**config.mk**
```make
export PLATFORM = sky130hd
export DESIGN_NAME = phase_adc_sweeper
export DESIGN_NICKNAME = d
export VERILOG_FILES = /design/src/rtl/sweep_pkg.sv /design/src/rtl/sweep_drdy_edge.sv /design/src/rtl/sweep_spi_engine.sv /design/src/rtl/sweep_ctrl.sv /design/src/rtl/sweep_result_bank.sv /design/src/rtl/phase_adc_sweeper.sv
export SDC_FILE = /design/constraint.sdc
export NUM_CORES = 2
export LEC_CHECK = 0
export ABC_AREA = 1
export CAP_MARGIN = 40
export CORE_ASPECT_RATIO = 0.75
export CORE_UTILIZATION = 50
export CTS_CLUSTER_DIAMETER = 80
export DETAILED_ROUTE_END_ITERATION = 7
export PLACE_DENSITY = 0.75
export SLEW_MARGIN = 40
export SYNTH_ARGS = -nofsm -noshare
export SYNTH_HDL_FRONTEND = slang
export SYNTH_SLANG_ARGS = --single-unit
```
**constraint.sdc**
```tcl
create_clock -name clk -period 1.82 [get_ports clk]
set_clock_uncertainty 0.2 [all_clocks]
set_input_delay 0.546 -clock clk [delete_from_list [all_inputs] [get_ports clk]]
set_output_delay 0.546 -clock clk [all_outputs]
set_load 0.01 [all_outputs]
```
**src/rtl/sweep_pkg.sv**
```systemverilog
package sweep_pkg;

  localparam logic [7:0] BURST_RD_CMD   = 8'h04;
  localparam logic [4:0] CFG_REG_ADDR   = 5'h08;
  localparam logic [7:0] CFG_WR_CMD     = {CFG_REG_ADDR, 3'b000};
  // rate field [5:4] and pin-function bit [0] are forced to zero
  localparam logic [7:0] CFG_KEEP_MASK  = 8'hCE;

  localparam int CMD_W          = 8;
  localparam int SAMPLE_W       = 24;
  localparam int CRC_W          = 16;
  localparam int STAT_W         = 8;
  localparam int CNT_W          = 16;
  localparam int CFG_FRAME_BITS = 16;

  typedef enum logic [2:0] {
    E_IDLE, E_SETUP, E_LOW, E_HIGH, E_HOLD, E_GAP
  } eng_state_t;

  typedef enum logic [2:0] {
    C_INIT, C_INIT_WAIT, C_IDLE, C_RD, C_RD_WAIT, C_COMMIT
  } seq_state_t;

  function automatic int burst_bits(input bit has_v2);
    return SAMPLE_W * (has_v2 ? 3 : 2) + CRC_W + STAT_W + CNT_W;
  endfunction

  function automatic int sel_width(input int n);
    return (n > 1) ? $clog2(n) : 1;
  endfunction

endpackage

```
**src/rtl/sweep_drdy_edge.sv**
```systemverilog
module sweep_drdy_edge (
  input  logic clk,
  input  logic rst_n,
  input  logic drdy_n_i,
  output logic fall_o
);
  logic sync1_q, sync2_q, prev_q;

  always_ff @(posedge clk or negedge rst_n) begin
    if (!rst_n) begin
      sync1_q <= 1'b1;
      sync2_q <= 1'b1;
      prev_q  <= 1'b1;
    end else begin
      sync1_q <= drdy_n_i;
      sync2_q <= sync1_q;
      prev_q  <= sync2_q;
    end
  end

  assign fall_o = prev_q & ~sync2_q;
endmodule

```
**src/rtl/sweep_spi_engine.sv**
```systemverilog
module sweep_spi_engine
  import sweep_pkg::*;
#(
  parameter int FRAME_W = 120,
  parameter int RX_W    = 112,
  parameter int CLK_DIV = 4,
  parameter int N_CS    = 4
) (
  input  logic                               clk,
  input  logic                               rst_n,
  input  logic                               start_i,
  input  logic [sel_width(N_CS)-1:0]         cs_sel_i,
  input  logic [$clog2(FRAME_W+1)-1:0]       nbits_i,
  input  logic [FRAME_W-1:0]                 tx_i,
  input  logic                               miso_i,
  output logic                               sclk_o,
  output logic                               mosi_o,
  output logic [N_CS-1:0]                    cs_n_o,
  output logic                               done_o,
  output logic [RX_W-1:0]                    rx_o
);
  localparam int HALF  = CLK_DIV / 2;
  localparam int HC_W  = $clog2(HALF) + 1;
  localparam int BIT_W = $clog2(FRAME_W + 1);
  localparam logic [HC_W-1:0] HC_RELOAD = HC_W'(HALF - 1);

  eng_state_t          st_q, st_d;
  logic [HC_W-1:0]     hc_q, hc_d;
  logic [BIT_W-1:0]    bits_q, bits_d;
  logic [FRAME_W-1:0]  sh_q, sh_d;
  logic                sclk_q, sclk_d, mosi_q, mosi_d, done_q, done_d;
  logic [N_CS-1:0]     cs_n_q, cs_n_d;
  logic                hc_zero;

  assign hc_zero = (hc_q == '0);

  always_comb begin
    st_d   = st_q;
    bits_d = bits_q;
    sh_d   = sh_q;
    sclk_d = sclk_q;
    mosi_d = mosi_q;
    cs_n_d = cs_n_q;
    done_d = 1'b0;
    hc_d   = (st_q == E_IDLE || hc_zero) ? HC_RELOAD : hc_q - 1'b1;
    unique case (st_q)
      E_IDLE: if (start_i) begin
        st_d   = E_SETUP;
        sh_d   = tx_i;
        bits_d = nbits_i;
        cs_n_d = '1;
        cs_n_d[cs_sel_i] = 1'b0;
      end
      E_SETUP: if (hc_zero) begin
        st_d   = E_LOW;
        sclk_d = 1'b0;
        mosi_d = sh_q[FRAME_W-1];
      end
      E_LOW: if (hc_zero) begin
        st_d   = E_HIGH;
        sclk_d = 1'b1;
        sh_d   = {sh_q[FRAME_W-2:0], miso_i};
        bits_d = bits_q - 1'b1;
      end
      E_HIGH: if (hc_zero) begin
        if (bits_q == '0) begin
          st_d = E_HOLD;
        end else begin
          st_d   = E_LOW;
          sclk_d = 1'b0;
          mosi_d = sh_q[FRAME_W-1];
        end
      end
      E_HOLD: if (hc_zero) begin
        st_d   = E_GAP;
        cs_n_d = '1;
        mosi_d = 1'b0;
      end
      E_GAP: if (hc_zero) begin
        st_d   = E_IDLE;
        done_d = 1'b1;
      end
      default: st_d = E_IDLE;
    endcase
  end

  always_ff @(posedge clk or negedge rst_n) begin
    if (!rst_n) begin
      st_q   <= E_IDLE;
      hc_q   <= '0;
      bits_q <= '0;
      sh_q   <= '0;
      sclk_q <= 1'b1;
      mosi_q <= 1'b0;
      cs_n_q <= '1;
      done_q <= 1'b0;
    end else begin
      st_q   <= st_d;
      hc_q   <= hc_d;
      bits_q <= bits_d;
      sh_q   <= sh_d;
      sclk_q <= sclk_d;
      mosi_q <= mosi_d;
      cs_n_q <= cs_n_d;
      done_q <= done_d;
    end
  end

  assign sclk_o = sclk_q;
  assign mosi_o = mosi_q;
  assign cs_n_o = cs_n_q;
  assign done_o = done_q;
  assign rx_o   = sh_q[RX_W-1:0];
endmodule

```
**src/rtl/sweep_ctrl.sv**
```systemverilog
module sweep_ctrl
  import sweep_pkg::*;
#(
  parameter int          N_SLAVES  = 4,
  parameter int          FRAME_W   = 120,
  parameter logic [7:0]  CFG_EXTRA = 8'h00
) (
  input  logic                              clk,
  input  logic                              rst_n,
  input  logic                              fall_i,
  input  logic                              eng_done_i,
  output logic                              eng_start_o,
  output logic [sel_width(N_SLAVES)-1:0]    eng_sel_o,
  output logic [$clog2(FRAME_W+1)-1:0]      eng_nbits_o,
  output logic [FRAME_W-1:0]                eng_tx_o,
  output logic                              cap_o,
  output logic                              commit_o,
  output logic                              overrun_o
);
  localparam int IDX_W = sel_width(N_SLAVES);
  localparam int BIT_W = $clog2(FRAME_W + 1);
  localparam logic [IDX_W-1:0] LAST_IDX = IDX_W'(N_SLAVES - 1);
  localparam logic [7:0] CFG_BYTE = CFG_EXTRA & CFG_KEEP_MASK;

  seq_state_t        st_q, st_d;
  logic [IDX_W-1:0]  idx_q, idx_d;
  logic              ovr_q, ovr_d;
  logic              in_init;

  assign in_init = (st_q == C_INIT) || (st_q == C_INIT_WAIT);

  always_comb begin
    st_d  = st_q;
    idx_d = idx_q;
    ovr_d = ovr_q | (fall_i && st_q != C_IDLE);
    unique case (st_q)
      C_INIT:      st_d = C_INIT_WAIT;
      C_INIT_WAIT: if (eng_done_i) begin
        if (idx_q == LAST_IDX) begin
          idx_d = '0;
          st_d  = C_IDLE;
        end else begin
          idx_d = idx_q + 1'b1;
          st_d  = C_INIT;
        end
      end
      C_IDLE:      if (fall_i) st_d = C_RD;
      C_RD:        st_d = C_RD_WAIT;
      C_RD_WAIT:   if (eng_done_i) begin
        if (idx_q == LAST_IDX) begin
          st_d = C_COMMIT;
        end else begin
          idx_d = idx_q + 1'b1;
          st_d  = C_RD;
        end
      end
      C_COMMIT: begin
        idx_d = '0;
        st_d  = C_IDLE;
      end
      default: st_d = C_IDLE;
    endcase
  end

  always_ff @(posedge clk or negedge rst_n) begin
    if (!rst_n) begin
      st_q  <= C_INIT;
      idx_q <= '0;
      ovr_q <= 1'b0;
    end else begin
      st_q  <= st_d;
      idx_q <= idx_d;
      ovr_q <= ovr_d;
    end
  end

  assign eng_start_o = (st_q == C_INIT) || (st_q == C_RD);
  assign eng_sel_o   = idx_q;
  assign eng_nbits_o = in_init ? BIT_W'(CFG_FRAME_BITS) : BIT_W'(FRAME_W);
  assign eng_tx_o    = in_init ? {CFG_WR_CMD, CFG_BYTE, {(FRAME_W-16){1'b0}}}
                               : {BURST_RD_CMD, {(FRAME_W-8){1'b0}}};
  assign cap_o       = (st_q == C_RD_WAIT) && eng_done_i;
  assign commit_o    = (st_q == C_COMMIT);
  assign overrun_o   = ovr_q;
endmodule

```
**src/rtl/sweep_result_bank.sv**
```systemverilog
module sweep_result_bank
  import sweep_pkg::*;
#(
  parameter int N_SLAVES = 4,
  parameter bit HAS_V2   = 1'b1,
  parameter int DW       = 112
) (
  input  logic                               clk,
  input  logic                               rst_n,
  input  logic                               cap_i,
  input  logic [sel_width(N_SLAVES)-1:0]     cap_idx_i,
  input  logic [DW-1:0]                      rx_i,
  input  logic                               commit_i,
  output logic                               done_o,
  output logic [N_SLAVES*SAMPLE_W-1:0]       cur_o,
  output logic [N_SLAVES*SAMPLE_W-1:0]       v1_o,
  output logic [N_SLAVES*SAMPLE_W-1:0]       v2_o,
  output logic [N_SLAVES*CRC_W-1:0]          crc_o,
  output logic [N_SLAVES*STAT_W-1:0]         stat_o,
  output logic [N_SLAVES*CNT_W-1:0]          cnt_o
);
  localparam int IDX_W  = sel_width(N_SLAVES);
  localparam int CNT_LO = 0;
  localparam int ST_LO  = CNT_LO + CNT_W;
  localparam int CRC_LO = ST_LO + STAT_W;

  logic [DW-1:0] stage_q [N_SLAVES];
  logic [DW-1:0] hold_q  [N_SLAVES];
  logic          done_q;

  for (genvar s = 0; s < N_SLAVES; s++) begin : g_slot
    logic stage_en;
    assign stage_en = cap_i && (cap_idx_i == IDX_W'(s));

    always_ff @(posedge clk or negedge rst_n) begin
      if (!rst_n) begin
        stage_q[s] <= '0;
        hold_q[s]  <= '0;
      end else begin
        if (stage_en) stage_q[s] <= rx_i;
        if (commit_i) hold_q[s]  <= stage_q[s];
      end
    end

    assign cur_o [s*SAMPLE_W +: SAMPLE_W] = hold_q[s][DW-1 -: SAMPLE_W];
    assign v1_o  [s*SAMPLE_W +: SAMPLE_W] = hold_q[s][DW-1-SAMPLE_W -: SAMPLE_W];
    if (HAS_V2) begin : g_v2
      assign v2_o[s*SAMPLE_W +: SAMPLE_W] = hold_q[s][DW-1-2*SAMPLE_W -: SAMPLE_W];
    end else begin : g_no_v2
      assign v2_o[s*SAMPLE_W +: SAMPLE_W] = '0;
    end
    assign crc_o [s*CRC_W  +: CRC_W]  = hold_q[s][CRC_LO +: CRC_W];
    assign stat_o[s*STAT_W +: STAT_W] = hold_q[s][ST_LO +: STAT_W];
    assign cnt_o [s*CNT_W  +: CNT_W]  = hold_q[s][CNT_LO +: CNT_W];
  end

  always_ff @(posedge clk or negedge rst_n) begin
    if (!rst_n) done_q <= 1'b0;
    else        done_q <= commit_i;
  end

  assign done_o = done_q;
endmodule

```
**src/rtl/phase_adc_sweeper.sv**
```systemverilog
module phase_adc_sweeper
  import sweep_pkg::*;
#(
  parameter int         N_SLAVES  = 4,
  parameter bit         HAS_V2    = 1'b1,
  parameter int         CLK_DIV   = 4,
  parameter logic [7:0] CFG_EXTRA = 8'h00
) (
  input  logic                          clk,
  input  logic                          rst_n,
  input  logic                          drdy_n_i,
  input  logic                          miso_i,
  output logic                          sclk_o,
  output logic                          mosi_o,
  output logic [N_SLAVES-1:0]           cs_n_o,
  output logic                          done_o,
  output logic                          overrun_o,
  output logic [N_SLAVES*24-1:0]        cur_o,
  output logic [N_SLAVES*24-1:0]        v1_o,
  output logic [N_SLAVES*24-1:0]        v2_o,
  output logic [N_SLAVES*16-1:0]        crc_o,
  output logic [N_SLAVES*8-1:0]         stat_o,
  output logic [N_SLAVES*16-1:0]        cnt_o
);
  localparam int DW      = burst_bits(HAS_V2);
  localparam int FRAME_W = DW + CMD_W;
  localparam int IDX_W   = sel_width(N_SLAVES);
  localparam int BIT_W   = $clog2(FRAME_W + 1);

  logic               fall;
  logic               eng_start, eng_done, cap, commit;
  logic [IDX_W-1:0]   eng_sel;
  logic [BIT_W-1:0]   eng_nbits;
  logic [FRAME_W-1:0] eng_tx;
  logic [DW-1:0]      rx_word;

  sweep_drdy_edge u_edge (
    .clk      (clk),
    .rst_n    (rst_n),
    .drdy_n_i (drdy_n_i),
    .fall_o   (fall)
  );

  sweep_ctrl #(
    .N_SLAVES  (N_SLAVES),
    .FRAME_W   (FRAME_W),
    .CFG_EXTRA (CFG_EXTRA)
  ) u_ctrl (
    .clk         (clk),
    .rst_n       (rst_n),
    .fall_i      (fall),
    .eng_done_i  (eng_done),
    .eng_start_o (eng_start),
    .eng_sel_o   (eng_sel),
    .eng_nbits_o (eng_nbits),
    .eng_tx_o    (eng_tx),
    .cap_o       (cap),
    .commit_o    (commit),
    .overrun_o   (overrun_o)
  );

  sweep_spi_engine #(
    .FRAME_W (FRAME_W),
    .RX_W    (DW),
    .CLK_DIV (CLK_DIV),
    .N_CS    (N_SLAVES)
  ) u_engine (
    .clk      (clk),
    .rst_n    (rst_n),
    .start_i  (eng_start),
    .cs_sel_i (eng_sel),
    .nbits_i  (eng_nbits),
    .tx_i     (eng_tx),
    .miso_i   (miso_i),
    .sclk_o   (sclk_o),
    .mosi_o   (mosi_o),
    .cs_n_o   (cs_n_o),
    .done_o   (eng_done),
    .rx_o     (rx_word)
  );

  sweep_result_bank #(
    .N_SLAVES (N_SLAVES),
    .HAS_V2   (HAS_V2),
    .DW       (DW)
  ) u_bank (
    .clk       (clk),
    .rst_n     (rst_n),
    .cap_i     (cap),
    .cap_idx_i (eng_sel),
    .rx_i      (rx_word),
    .commit_i  (commit),
    .done_o    (done_o),
    .cur_o     (cur_o),
    .v1_o      (v1_o),
    .v2_o      (v2_o),
    .crc_o     (crc_o),
    .stat_o    (stat_o),
    .cnt_o     (cnt_o)
  );
endmodule

```
Word-level counts from Yosys, hierarchy flattened
Index checks and enable logic that the tools add are counted.
{"block": "totals", "reg_bits": 1045, "in_bits": 4, "output_inout_bits": 456, "wordCells": 128}
{"block": "classes", "addsub": 3, "magnitude_cmp": 2, "n_eq_ne": 25, "mux": 44, "bitwise": 4, "reduce_logical": 27}
{"cell": "120-bit 2-to-1 mux", "n": 2}
{"cell": "120-bit case mux with 2 select lines", "n": 1}
{"cell": "119-bit 2-to-1 mux", "n": 1}
{"cell": "3-bit 2-to-1 mux", "n": 11}
{"cell": "7-bit 2-to-1 mux", "n": 3}
{"cell": "3-bit case mux with 6 select lines", "n": 1}
{"cell": "2-bit by 1-bit inequality test with 1-bit output (second input constant)", "n": 8}
{"cell": "3-bit case mux with 5 select lines", "n": 1}
{"cell": "7-bit case mux with 2 select lines", "n": 1}
{"cell": "3-bit by 2-bit == test with 1-bit output (second input constant)", "n": 4}
{"cell": "3-bit == test (second input constant)", "n": 4}
{"cell": "2-bit 2-to-1 mux", "n": 6}
{"cell": "1-bit 2-to-1 mux", "n": 10}
{"cell": "5-bit AND reduction", "n": 2}
{"cell": "3-bit AND reduction", "n": 3}
{"cell": "3-bit nonzero test", "n": 3}
{"cell": "4-bit 2-to-1 mux", "n": 2}
{"cell": "4-bit case mux with 2 select lines", "n": 1}
{"cell": "1-bit logical AND", "n": 7}
{"cell": "7-bit zero test", "n": 1}
{"cell": "7-bit by 1-bit subtractor with 7-bit output (second input constant)", "n": 1}
{"cell": "3-bit by 1-bit == test with 1-bit output (second input constant)", "n": 2}
{"cell": "3-bit zero test", "n": 2}
{"cell": "2-bit inequality test (second input constant)", "n": 3}
{"cell": "19 further kinds", "n": 25}

Depth between registers and ports, before layout
{"block": "depth", "ltp_word": 7, "ltp_mapped": 10, "depth_no_buf": 9}

Hierarchy
Synthesis repeated with hierarchy kept, for this count alone.
{"block": "unflattened", "hier_cells": 4994, "area_unflattened_um2": 45468.6}
{"module": "sweep_result_bank", "instances": 1, "cells_each": 3876, "area_each_um2": 35550.3, "seq_area_each_um2": 22446.5}
{"module": "sweep_spi_engine", "instances": 1, "cells_each": 924, "area_each_um2": 8453.1, "seq_area_each_um2": 3484.6}
{"module": "sweep_ctrl", "instances": 1, "cells_each": 189, "area_each_um2": 1376.3, "seq_area_each_um2": 150.1}
{"module": "sweep_drdy_edge", "instances": 1, "cells_each": 5, "area_each_um2": 88.8, "seq_area_each_um2": 78.8}

Worst setup path before layout
Ideal clock, no wire load.
{"block": "synth_path", "path_type": "reg-to-reg", "from": "register u_engine.hc_q[0]", "to": "register u_engine.sh_q[35]", "setup_time_ns": 0.130, "t_arrival_ns": 1.405, "required_time_ns": 1.490, "slack_ns": 0.085, "path_stages_with_launch": 10, "n_path_buf": 2, "period_less_slack_ns": 1.735, "path_cell_list": "dfrtp_1 inv_1 ha_1 nand4_4 nand2_1 nand2_4 buf_6 buf_6 nand2_1 o21ai_1"}
{"block": "synth_between", "elab_chain_len": 3}
{"item": "start, declared", "line": "sweep_spi_engine.sv:28", "source": "logic [HC_W-1:0] hc_q, hc_d;"}
{"item": "start signal, assigned", "line": "sweep_spi_engine.sv:90", "source": "hc_q <= '0;"}
{"item": "start signal, assigned", "line": "sweep_spi_engine.sv:99", "source": "hc_q <= hc_d;"}
{"item": "2-bit zero test", "line": "sweep_spi_engine.sv:35", "source": "assign hc_zero = (hc_q == '0);"}
{"item": "2-bit by 1-bit inequality test with 1-bit output (no line)"}
{"item": "3-bit AND reduction (no line)"}
{"item": "end signal, assigned", "line": "sweep_spi_engine.sv:92", "source": "sh_q <= '0;"}
{"item": "end signal, assigned", "line": "sweep_spi_engine.sv:101", "source": "sh_q <= sh_d;"}
{"item": "end, declared", "line": "sweep_spi_engine.sv:30", "source": "logic [FRAME_W-1:0] sh_q, sh_d;"}
No other way between the ends.
A chain may end at the register's enable or synchronous reset.

Final worst setup path
{"block": "layout_path", "from": "register u_engine.sclk_q, in the netlist u_engine.sclk_o", "to": "output port sclk_o"}
{"item": "start, declared", "line": "sweep_spi_engine.sv:31", "source": "logic sclk_q, sclk_d, mosi_q, mosi_d, done_q, done_d;"}
{"item": "start signal, assigned", "line": "sweep_spi_engine.sv:102", "source": "sclk_q <= sclk_d;"}
{"item": "end, declared", "line": "phase_adc_sweeper.sv:13", "source": "output logic sclk_o,"}
No word-level cell between the ends.

==> impl_metrics.csv <==
group,metric,value,unit
run_status,status,"finished, violations left",
run_status,violations,"setup timing",
sta,finalCritPeriodShare,112.0,%
critical_path,cp_slowest_stage_delay,0.54,ns
run,maxCapViolCount,0,
pwr,p_switching,9565,uW
grt,grt_pass1_wl,167.5,mm
yosys,ys_seq_area_share,67.36,%
critical_path,r2r_setup_slack,-0.17,ns
route,wl_met3,12.82,mm
yosys,synth_warnings,0,
placed_design,gp_congestion,0.8124,
sta,fmax,0.4904,GHz
yosys,synthCells,4039,
floorplanning,chipWidth,323.8,um
layout,layout-drive-gt1-share,26.73,%
route,drc,0,
critical_path,cp_cell_sequence,"buf_6",
floorplanning,die_area,0.07881,mm2
floorplanning,start_util,50.54,%
critical_path,r2r_cells,10,
yosys,synth_nets,4050,
clock_network,h-tree-depth,3,
worst_hold_path,hold_path.class,"primary input to asynchronous set/reset pin",
clock_network,clk_path_buf_depth,3,
clock_network,clk_latency,0.66,ns
pwr,clkPwrFrac,47.4,%
layout,final_area,0.05215,mm2
sta,period_minus_slack,2.039,ns
layout,area_growth,34.28,%
critical_path,endpoint_kind,"output pin",
placed_design,hpwl,66.98,mm
pwr,combPwrFrac,1.4,%
floorplanning,rows,88,
clock_network,cts.sinks,1045,
yosys,synth_largest_area_cell,"dfrtp_1",
critical_path,critPathSlowestCell,"dfstp_2",
pwr,p_leak,0.02780,uW
route,wl_per_cell,21.84,um
yosys,ys_ff_latch,1045,
yosys,syn_area,0.03884,mm2
yosys,synth.top_cells.by_area,"dfrtp_1, nand2_1, o21ai_1",
critical_path,r2r-start,"u_ctrl.st_q[1]",
sta,tns,-74.62,ns
route,wl,131.1,mm
critical_path,crit_fanout,2,
yosys,async_reset_ff_share,100.0,%
sta,tightest_slew,0.5445,ns
route,vias,32700,
yosys,yosysTopAreaCellShare,66.81,%
route,met2_length,59.96,mm
yosys,synth_commonest_cells,"nand2_1, dfrtp_1, o21ai_1, buf_2, inv_1",
grt,gr-total-overflow,0,
grt,grt_usage,27.07,%
critical_path,critical_path_arrival,1.29,ns
critical_path,crit_family,"flip-flops",
yosys,synth_top_flop_cell,"dfrtp_1",
clock_network,clk_transition_reported_paths,0.07,ns
grt,first_global_vias,29670,
critical_path,r2r_end,"u_bank.stage_q[225]",
route,drt_iter0_drc,3755,
pwr,finalPower,45430,uW
sta,setup_viol_count_final,852,
critical_path,required,1.07,ns
yosys,synth_edf_count,0,
route,firstDrtPassIters,6,
pwr,internal_power,35870,uW
floorplanning,core-area,0.07685,mm2
pwr,power_density,871.1,mW/mm2
sta,fin_hold_ws,0.1050,ns
yosys,avgSynthCellArea,9.616,um2
clock_network,cts_buffers,96,
sta,fin_ws,-0.2191,ns
pwr,p_sw_share,21.05,%
sta,maxSlewHeadroom,63.70,%
pwr,seq_power_share,51.2,%
route,drtAntennaViolNets,0,
grt,antenna_found_initial,1,
floorplanning,die_y,243.4,um
critical_path,path_class,"flop to output pin",
clock_network,cts_tree,"done",
floorplanning,num_io_pins,460,
layout,fillerInstances,5550,
critical_path,crit_path_start_kind,"flop",
clock_network,cts-root-buf,"clkbuf_16",
sta,report.final.slew_viol_count,0,
layout,nets,4898,
yosys,synth_most_common_cell,"nand2_1",
placed_design,dpl_cell_area,0.04525,mm2
yosys,yosysUniqueCellTypes,33,
route,dr.max_layer_used,"met4",
placed_design,io_buffer_count,459,
critical_path,worst-path-buf-inv,1,
sta,rsz0062_at_grt,"yes",
sta,finalHoldViolations,0,
route,met1Wirelength,54.17,mm
pwr,peakVddDrop,0.0007289,V
placed_design,pre_cts_ws,-0.01086,ns
route,vias_per_cell,5.450,
grt,grt_max_degree,125,
-- registers in the layout, indices dropped and copies added, names as in the netlist, 3 cells and up --
name / cells
u_bank.cnt_o: 64
u_bank.crc_o: 64
u_bank.cur_o: 96
u_bank.stage_q: 448
u_bank.stat_o: 32
u_bank.v1_o: 96
u_bank.v2_o: 96
u_ctrl.st_q: 3
u_engine.bits_q: 7
u_engine.cs_n_o: 4
u_engine.sh_q: 120
u_engine.st_q: 3
-- stage by stage --
step,instances,util [%]
6_report,6001,67.86
3_5_place_dp,5445,58.87
4_1_cts,5789,62.67
5_1_grt,6000,67.86
2_1_floorplan,4039,-
3_3_place_gp,5445,58.87
-- cells in the final DEF, fill, tap and decap left out, drive strengths merged --
| master | n |
|---|---|
| xor2 | 1 |
| o21bai | 1 |
| dlygate4sd3 | 1 |
| diode | 1 |
| a21oi | 1 |
| nor3 | 1 |
| o211ai | 1 |
| o21ai | 583 |
| clkdlybuf4s50 | 2 |
| a31o | 1 |
| a211oi | 1 |
| dfrtp | 1037 |
| buf | 920 |
| nand3 | 21 |
| nand2 | 1979 |
| a21o | 1 |
| a31oi | 1 |
| dfstp | 8 |
| bufinv | 10 |
| nor2 | 24 |
| clkinvlp | 3 |
| nor4 | 1 |
| inv | 148 |
| clkbuf | 183 |
| ha | 7 |
| clkinv | 26 |
| nand4 | 3 |
-- layer usage --
metal  GRT usage [%]  vias to the layer above
li1                -                    14370
met3           4.057                      273
met2           40.87                     1765
met5               0                        -
met1           40.58                    16300
met4           8.380                        0
-- power by group through the flow --
| stage | clock, uW | sequential, uW | combinational [uW] |
|---|---|---|---|
| final | 21500 | 23200 | 651 |
| after global routing | 22600 | 23200 | 755 |
| after CTS | 21600 | 23300 | 674 |
| after detailed placement | 0 | 23700 | 669 |
| after global placement | 0 | 23700 | 664 |
| after floorplan | 0 | 23700 | 23.7 |
-- kinds of logic after synthesis --
| kind of cell | Yosys count | synth area share [%] |
|---|---|---|
| simple gates | 2028 | 19.99 |
| flops | 1045 | 67.36 |
| compound gates | 590 | 7.642 |
| buf+inv | 368 | 4.765 |
| fa+ha+maj | 7 | 0.2255 |
| xor+xnor | 1 | 0.02255 |
-- worst max-delay path by stage --
stage | start | cells past startpoint | end
6_report | u_engine.sclk_o | 1 | sclk_o
5_1_grt | u_engine.cs_n_o[3] | 1 | cs_n_o[3]
4_1_cts | u_engine.cs_n_o[2] | 1 | cs_n_o[2]
3_5_place_dp | u_ctrl.eng_sel_o[1] | 6 | u_bank.stage_q[282]
3_3_place_gp | u_ctrl.st_q[0] | 5 | u_ctrl.eng_sel_o[0]
2_1_floorplan | u_engine.hc_q[0] | 9 | u_engine.sh_q[35]
-- timing repair --
item / in CTS / in global routing
hold endpoints to repair: 316 / 0
pin swaps: 1 / 28
gates cloned: 3 / 73
resized for setup: 1936 / 337
setup endpoints to repair: 521 / 870
hold buffers: 1 / 0
buffers inserted: 164 / 139
-- layout make-up --
class                   instances  area [um2]  share of cell area (%)
diodes                          1       2.502                0.004798
clock buffers                 135        2893                   5.547
clock inverters                41       475.5                  0.9117
inverters                     146       571.8                   1.096
multi-input cells            2627       11640                   22.31
flip-flops and latches       1045       26170                   50.17
well taps                    1035        1295                   2.483
repair buffers                971        9114                   17.48
Power figures use the tool's default switching activity.
